<file path="src/rtl/wdog_pkg.sv">
package wdog_pkg;
    localparam int REG_W    = 8;
    localparam int CNT_W    = REG_W - 1;
    localparam int ARM_BIT  = REG_W - 1;
    localparam int TRIP_BIT = CNT_W - 1;
    localparam logic [CNT_W-1:0] CNT_INIT  = {CNT_W{1'b1}};
    localparam logic [CNT_W-1:0] TRIP_FROM = CNT_W'(1) << TRIP_BIT;

    typedef struct packed {
        logic             armed;
        logic [CNT_W-1:0] cnt;
    } ctl_state_t;
endpackage

</file>
<file path="src/rtl/wdog_prescaler.sv">
module wdog_prescaler #(
    parameter int PRESCALE = 16384
) (
    input  logic clk,
    input  logic rst_n,
    input  logic hold,
    output logic tick
);
    localparam int PW = (PRESCALE > 2) ? $clog2(PRESCALE) : 1;
    localparam logic [PW-1:0] LAST = PW'(PRESCALE - 1);

    typedef struct packed {
        logic [PW-1:0] cnt;
    } pre_state_t;

    pre_state_t s_d, s_q;

    always_comb begin
        s_d  = s_q;
        tick = 1'b0;
        if (hold) begin
            s_d.cnt = '0;
        end else if (s_q.cnt == LAST) begin
            tick    = 1'b1;
            s_d.cnt = '0;
        end else begin
            s_d.cnt = s_q.cnt + PW'(1);
        end
    end

    always_ff @(posedge clk or negedge rst_n) begin
        if (!rst_n) s_q <= '0;
        else        s_q <= s_d;
    end
endmodule

</file>
<file path="src/rtl/wdog_ctl.sv">
module wdog_ctl
    import wdog_pkg::*;
(
    input  logic             clk,
    input  logic             rst_n,
    input  logic             hold,
    input  logic             tick,
    input  logic             wr_en,
    input  logic [REG_W-1:0] wr_data,
    input  logic             halt_req,
    input  logic             hw_strap,
    output logic [REG_W-1:0] rd_data,
    output logic             trip
);
    ctl_state_t s_d, s_q;
    logic armed_now;
    logic trip_wr, trip_tick, trip_halt;

    assign armed_now = s_q.armed | hw_strap;

    always_comb begin
        s_d       = s_q;
        trip_wr   = 1'b0;
        trip_tick = 1'b0;
        trip_halt = 1'b0;
        if (hold) begin
            s_d.armed = 1'b0;
            s_d.cnt   = CNT_INIT;
        end else begin
            trip_halt = halt_req & armed_now;
            if (wr_en) begin
                s_d.cnt   = wr_data[CNT_W-1:0];
                s_d.armed = s_q.armed | wr_data[ARM_BIT];
                trip_wr   = (armed_now | wr_data[ARM_BIT]) & ~wr_data[TRIP_BIT];
            end else if (tick) begin
                s_d.cnt   = s_q.cnt - CNT_W'(1);
                trip_tick = armed_now && (s_q.cnt == TRIP_FROM);
            end
        end
        trip = trip_wr | trip_tick | trip_halt;
    end

    assign rd_data = {armed_now, s_q.cnt};

    always_ff @(posedge clk or negedge rst_n) begin
        if (!rst_n) begin
            s_q.armed <= 1'b0;
            s_q.cnt   <= CNT_INIT;
        end else begin
            s_q <= s_d;
        end
    end
endmodule

</file>
<file path="src/rtl/wdog_pulse.sv">
module wdog_pulse #(
    parameter int RST_CYCLES = 6000
) (
    input  logic clk,
    input  logic rst_n,
    input  logic trip,
    output logic active
);
    localparam int LW = (RST_CYCLES > 2) ? $clog2(RST_CYCLES) : 1;
    localparam logic [LW-1:0] LOAD = LW'(RST_CYCLES - 1);

    typedef struct packed {
        logic          on;
        logic [LW-1:0] left;
    } pulse_state_t;

    pulse_state_t s_d, s_q;

    always_comb begin
        s_d = s_q;
        if (s_q.on) begin
            if (s_q.left == '0) s_d.on = 1'b0;
            else                s_d.left = s_q.left - LW'(1);
        end else if (trip) begin
            s_d.on   = 1'b1;
            s_d.left = LOAD;
        end
    end

    assign active = s_q.on;

    always_ff @(posedge clk or negedge rst_n) begin
        if (!rst_n) s_q <= '0;
        else        s_q <= s_d;
    end
endmodule

</file>
<file path="src/rtl/wdog_down.sv">
module wdog_down
    import wdog_pkg::*;
#(
    parameter int PRESCALE   = 16384,
    parameter int RST_CYCLES = 6000
) (
    input  logic             clk,
    input  logic             rst_n,
    input  logic             wr_en,
    input  logic [REG_W-1:0] wr_data,
    input  logic             halt_req,
    input  logic             hw_strap,
    output logic [REG_W-1:0] rd_data,
    output logic             wdg_rst
);
    logic tick;
    logic trip;

    wdog_prescaler #(.PRESCALE(PRESCALE)) u_pre (
        .clk   (clk),
        .rst_n (rst_n),
        .hold  (wdg_rst),
        .tick  (tick)
    );

    wdog_ctl u_ctl (
        .clk      (clk),
        .rst_n    (rst_n),
        .hold     (wdg_rst),
        .tick     (tick),
        .wr_en    (wr_en),
        .wr_data  (wr_data),
        .halt_req (halt_req),
        .hw_strap (hw_strap),
        .rd_data  (rd_data),
        .trip     (trip)
    );

    wdog_pulse #(.RST_CYCLES(RST_CYCLES)) u_pulse (
        .clk    (clk),
        .rst_n  (rst_n),
        .trip   (trip),
        .active (wdg_rst)
    );
endmodule

</file>
<file path="config.mk">
export PLATFORM = sky130hd
export DESIGN_NAME = wdog_down
export DESIGN_NICKNAME = d
export VERILOG_FILES = /design/src/rtl/wdog_pkg.sv /design/src/rtl/wdog_prescaler.sv /design/src/rtl/wdog_ctl.sv /design/src/rtl/wdog_pulse.sv /design/src/rtl/wdog_down.sv
export SDC_FILE = /design/constraint.sdc
export NUM_CORES = 1
export LEC_CHECK = 0
export BUFFER_PORTS_ARGS = -buffer_cell sky130_fd_sc_hd__buf_2
export CORE_MARGIN = 8
export CORE_UTILIZATION = 63
export CTS_CLUSTER_SIZE = 16
export DETAILED_ROUTE_END_ITERATION = 7
export PLACE_DENSITY = 0.84
export SLEW_MARGIN = 0
export SYNTH_ARGS = -nofsm -noshare
export SYNTH_HDL_FRONTEND = slang
export SYNTH_SLANG_ARGS = --single-unit
</file>
<file path="constraint.sdc">
create_clock -name clk -period 5.29 [get_ports clk]
set_input_delay 0.2645 -clock clk [delete_from_list [all_inputs] [get_ports clk]]
set_output_delay 0.2645 -clock clk [all_outputs]
set_load 0.005 [all_outputs]
</file>
==> results.json, run 1 <==
{
  "boundaryPins": 22,
  "rr_endpoint": "u_pre.s_q[4]",
  "netlist_area_um2": 2160,
  "vias": 1783,
  "outcome": "finished with violations",
  "viasPerCell": 6.09,
  "worst_setup_path_end_kind": "register",
  "dr.first_iter.drc_count": 238,
  "ys.warnings.count": 0,
  "clockBufferDepth": 2,
  "cap_violations": 0,
  "drt.antenna.violating_nets": 0,
  "seq_area_frac_synth": 0.420,
  "ys_top_cells_by_area": "dfrtp_1, dfstp_2, nor2_1",
  "hold_class": "primary input to async pin",
  "final_cell_mix": "nor2_1, dfrtp_1, buf_2",
  "crit_type": "register to register",
  "grt_usage": 0.178,
  "ys.flop_type": "dfrtp_1",
  "die_w_um": 74.6,
  "drt-pass1-iter-count": 4,
  "register_area_um2": 910,
  "fmax_mhz": 427,
  "wl_um": 4530,
  "grt_overflow": 0,
  "synth-async-reset-ratio": 1.00,
  "relSlewSlack": 0.218,
  "swShare": 0.231,
  "p_comb_frac": 0.040,
  "sequentialPowerShare": 0.611,
  "htreeDepth": 2,
  "dieArea_um2": 5570,
  "core-area_um2": 3310,
  "timing.final.crit_share": 0.443,
  "drive_above_1_share": 0.190,
  "die_y_um": 74.6,
  "cts_sinks": 36,
  "fill_cells": 270,
  "yosysTopAreaCell": "dfrtp_1",
  "root_buffer": "clkbuf_4",
  "p_int_mw": 0.347,
  "clk_latency_ns": 0.36,
  "worstPathArrival_ns": 2.53,
  "wl_per_cell_um": 15.5,
  "p_sw_mw": 0.104,
  "rrSetupSlack_ns": 2.95,
  "grt_max_degree": 37,
  "maxSlewViolCount": 0,
  "io_buffers": 21,
  "p_leak_nw": 0.899,
  "setup_ws_ns": 2.95,
  "r2r-start": "u_pre.s_q[0]",
  "hold_buffers": 0,
  "worstSetupStartpointType": "register",
  "area_delta_synth_final_pct": 5.49,
  "worst_pin_slew_ns": 1.16,
  "syn_avg_cell_area_um2": 9.21,
  "r2r_cells": 5,
  "total_power_mw": 0.451,
  "finalSetupViolCount": 0,
  "netlist_instances": 235,
  "gp_congestion": 0.873,
  "rsz0062_at_grt": "no",
  "path_clk_slew_ns": 0.12,
  "ys_seq_elements": 36,
  "finalCriticalPeriod_ns": 2.34,
  "peakVddDrop_uv": 131,
  "antenna_found_initial": 0,
  "setup_tns_ns": 0,
  "syn_nets": 252,
  "multi_input_area_um2": 1120,
  "diodes": 0,
  "synthDominantCellAreaShare": 0.335,
  "cts_tree": "done",
  "final_hold_viol_count": 27,
  "drc": 0,
  "cp_max_fo": 11,
  "initial_utilization": 0.654,
  "synth_edf_count": 0,
  "final_nets": 263,
  "rows": 21,
  "holdWs_ns": -0.0237,
  "grt_pass1_wl_um": 7700,
  "required_ns": 5.48,
  "cts_buffers": 5,
  "yosysUniqueCellTypes": 55,
  "power_density_nw_per_um2": 197,
  "dp_slack_ns": 2.91,
  "clock_power_share": 0.349,
  "dp_hpwl_um": 3180,
  "violations": "hold timing",
  "cts_resized": 0,
  "grt_pass1_vias": 1728,
  "post_cts_buffers": 0,
  "layout_commonest_cell": "nor2_1",
  "skew_ns": 0.0194
}
[through the flow]
step                      cell area [um^2]  instances  utilization
final                                 2280        293        0.690
after global routing                  2280        293        0.690
after CTS                             2280        293        0.690
after detailed placement              2220        285        0.672
after global placement                2220        285        0.672
after floorplan                       2160        235            -
[power by group through the flow]
stage	sequential [mW]	clock (mW)	combinational, mW
after floorplan	0.281	0	0.00827
after global placement	0.280	0	0.0180
after detailed placement	0.280	0	0.0183
after CTS	0.275	0.162	0.0183
after global routing	0.275	0.170	0.0204
final	0.275	0.157	0.0179
[registers in the layout, summed over array words and instances (netlist names)]
register and cells:
u_pulse.active 1, u_pre.s_q 14, u_ctl.rd_data 7, u_pulse.s_q 13, u_ctl.s_q 1
[worst max-delay path by stage]
stage / start / end / slack, ns / depth (start not counted)
final: u_pre.s_q[0] / u_pre.s_q[4] / 2.95 / 5
after detailed placement: u_pre.s_q[0] / u_pre.s_q[2] / 2.91 / 5
after global placement: u_pre.s_q[0] / u_pre.s_q[8] / 3.00 / 5
after CTS: u_pre.s_q[0] / u_pre.s_q[2] / 2.92 / 5
after floorplan: u_ctl.rd_data[0] / u_pulse.s_q[10] / 3.48 / 7
after global routing: u_pre.s_q[0] / u_pre.s_q[8] / 2.64 / 5
[layer usage]
metal	track usage	share of wire
met5	0	0
met4	0.0891	0.020
met3	0.0333	0.056
met2	0.283	0.48
met1	0.227	0.45
[critical path, stage by stage, from the launching register on]
cell     delay (ns)
dfrtp_1        0.41
ha_1           0.25
nand3_1        0.16
or2_1          0.32
o21ai_0        0.93
nor2_1         0.11
[cell type report]
cell class,instances,share of cell area
multi-input combinational,174,0.492
tap,46,0.0252
timing repair buffer,21,0.0460
sequential,36,0.398
inverter,8,0.0132
clock buffer,8,0.0258
[cell families (layout without fill, tap and decap cells)]
group | after synthesis | after routing | share of synthesized area
AOI/OAI and AO/OA | 50 | 50 | 0.162
xor gates and xnor gates | 12 | 12 | 0.0486
adders and majority gates | 4 | 4 | 0.0231
buffers and inverters | 25 | 37 | 0.0613
DFF | 36 | 36 | 0.420
muxes | 1 | 1 | 0.00462
and+or+nand+nor | 107 | 107 | 0.280
[synthesized netlist by cell type, types with 2 or more instances]
library cell and n:
nand4_1 5, a2bb2oi_1 2, or2_2 2, ha_1 4
clkbuf_1 7, dfstp_2 7, or3_1 7, dfrtp_1 29
a21oi_1 8, nand3_1 9, a31oi_1 5, a311oi_1 4
inv_1 8, xnor2_1 5, o21ai_1 2, buf_4 8
o31ai_1 4, nor4_1 2, a22oi_1 3, o211ai_1 5
and4_1 2, xor2_1 7, a21boi_0 3, nor3_1 9
nand2_1 9, or4_1 3, nor3b_1 3, o21ai_0 7
and3_1 7, nor2_1 34
Power figures use the tool's default switching activity.
==> inputs of run 2 (changes only) <==
--- a/config.mk
+++ b/config.mk
@@ -7,10 +7,10 @@
 export LEC_CHECK = 0
 export BUFFER_PORTS_ARGS = -buffer_cell sky130_fd_sc_hd__buf_2
 export CORE_MARGIN = 8
-export CORE_UTILIZATION = 63
+export CORE_UTILIZATION = 53
 export CTS_CLUSTER_SIZE = 16
 export DETAILED_ROUTE_END_ITERATION = 7
-export PLACE_DENSITY = 0.84
+export PLACE_DENSITY = 0.76
 export SLEW_MARGIN = 0
 export SYNTH_ARGS = -nofsm -noshare
 export SYNTH_HDL_FRONTEND = slang
==> constraint.sdc (replaced) <==
create_clock -name clk -period 2 [get_ports clk]
set_input_delay 0.1 -clock clk [delete_from_list [all_inputs] [get_ports clk]]
set_output_delay 0.1 -clock clk [all_outputs]
set_load 0.005 [all_outputs]
==> run 2 against run 1 <==
Net effect: the flow now finishes without violations; sequential power grew to 2.6 times the previous value; via count is 3.4% higher; total power increased to 2.9 times the previous value; combinational power grew to 3.0 times the previous value; register-to-register slack got worse by 2.9 ns; routed wire length grew 4.3%; non-clock buffer count grew 9; count of clock-buffer cells in the layout fell by 2; sequential cell count stayed put; clock skew shrank 0.0069 ns; fmax increased by 21%.
==> results.json, run 2 (synthesis results as in run 1) <==
{
  "outcome": "finished clean",
  "viasPerCell": 6.03,
  "dr.first_iter.drc_count": 107,
  "swShare": 0.222,
  "r2r-start": "u_ctl.rd_data[0]",
  "clk_latency_ns": 0.29,
  "final_nets": 272,
  "finalCriticalPeriod_ns": 1.93,
  "grt_busiest_layer": "met2",
  "grt_max_degree": 37,
  "worst_setup_path_end_kind": "register",
  "io_buffers": 21,
  "drt.antenna.violating_nets": 0,
  "skew_ns": 0.0125,
  "cts_buffers": 5,
  "final_hold_viol_count": 0,
  "dp_hpwl_um": 3260,
  "fmax_mhz": 518,
  "grt_use_met3": 0.0360,
  "grt_use_met1": 0.186,
  "cp_max_fo": 4,
  "antenna_found_initial": 0,
  "rows": 23,
  "vias": 1844,
  "finalSetupViolCount": 0,
  "root_buffer": "clkbuf_8",
  "core-area_um2": 3970,
  "cts_tree": "done",
  "grt_usage": 0.152,
  "power_density_nw_per_um2": 547,
  "clockBufferDepth": 2,
  "die_y_um": 79.9,
  "p_comb_frac": 0.041,
  "dp_slack_ns": 0.0796,
  "dp_cells": 295,
  "max_flop_register": "u_pre.s_q",
  "fin_cells": 306,
  "initial_utilization": 0.545,
  "wl_per_cell_um": 15.4,
  "gp_congestion": 0.840,
  "p_sw_mw": 0.292,
  "timing.final.crit_share": 0.964,
  "area_delta_synth_final_pct": 11.1,
  "worst_pin_slew_ns": 0.811,
  "maxSlewViolCount": 0,
  "worstSetupStartpointType": "register",
  "dieArea_um2": 6380,
  "peakVddDrop_uv": 413,
  "die_w_um": 79.9,
  "hold_start": "wr_data[1]",
  "sequentialPowerShare": 0.554,
  "hold_class": "primary input to register",
  "drc": 0,
  "htreeDepth": 2,
  "final_cell_mix": "nor2_1, dfrtp_1, buf_2",
  "setup_ws_ns": 0.0711,
  "crit_type": "register to register",
  "largest_reg_flops": 14,
  "worstPathArrival_ns": 2.07,
  "drt-pass1-iter-count": 5,
  "p_leak_nw": 0.960,
  "wl_um": 4720,
  "p_int_mw": 1.02,
  "startpoint": "u_ctl.rd_data[0]",
  "clock_power_share": 0.405,
  "grt_overflow": 0,
  "drive_above_1_share": 0.234,
  "cts_sinks": 36,
  "layout_commonest_cell": "nor2_1",
  "boundaryPins": 22,
  "grt_pass1_wl_um": 8020,
  "grt_pass1_vias": 1810,
  "path_clk_slew_ns": 0.08,
  "relSlewSlack": 0.460,
  "required_ns": 2.14,
  "grt.met2_usage": 0.255,
  "cap_violations": 0,
  "diodes": 0
}
[run 2: through the flow]
step	hold WS, ns	TNS [ns]	power [mW]	instance area, um^2	util
after floorplan	-0.196	0	0.764	2160	-
after global routing	0.0515	-0.0168	1.37	2400	0.606
after CTS	0.0485	0	1.33	2380	0.599
after detailed placement	0.243	0	0.796	2270	0.573
final	0.0516	0	1.32	2400	0.606
after global placement	0.238	0	0.795	2270	0.573
[run 2: final cells by class]
| type | count | area (um^2) |
|---|---|---|
| inverter | 8 | 30.0 |
| timing repair buffer | 30 | 175 |
| clock inverter | 2 | 10.0 |
| fill | 353 | 1570 |
| clock buffer | 6 | 82.6 |
| sequential | 36 | 910 |
| tap | 50 | 62.6 |
| multi-input combinational | 174 | 1130 |
[run 2: power by group through the flow]
stage          Clock [mW]  Sequential [mW]  Combinational [mW]
4_1_cts             0.542            0.728              0.0558
3_5_place_dp            0            0.742              0.0540
2_1_floorplan           0            0.742              0.0219
3_3_place_gp            0            0.742              0.0529
6_report            0.533            0.728              0.0543
5_1_grt             0.580            0.728              0.0620
[run 2: path summary, 6_finish.rpt]
path,endpoint,slack [ns],cells after the start
max,u_pulse.s_q[11],0.07,7
min,u_ctl.rd_data[1],0.05,3
max reg2reg,u_pulse.s_q[11],0.07,7
min reg2reg,u_pre.s_q[0],0.52,1
max in group asynchronous,u_pre.s_q[5],1.04,2
min in group asynchronous,u_pre.s_q[6],0.44,2
[run 2: worst max-delay path, stage by stage, from the launching register on]
cell and delay [ns]:
dfstp_2 0.39, inv_1 0.07, ha_2 0.18, or3b_4 0.41, nor4b_4 0.25, buf_4 0.17, a41o_2 0.22, a22oi_1 0.08
[run 2: routing by layer]
layer	wire (um)	part of all wire
met1	2150	0.46
met2	2240	0.47
met3	295	0.062
met4	36	0.0076
met5	0	0
[run 2: what timing repair did]
action,CTS,global route
hold endpoints to repair,29,0
setup buffers,0,2
resized for setup,0,4
hold buffers,1,0
endpoints found under the setup margin,0,10
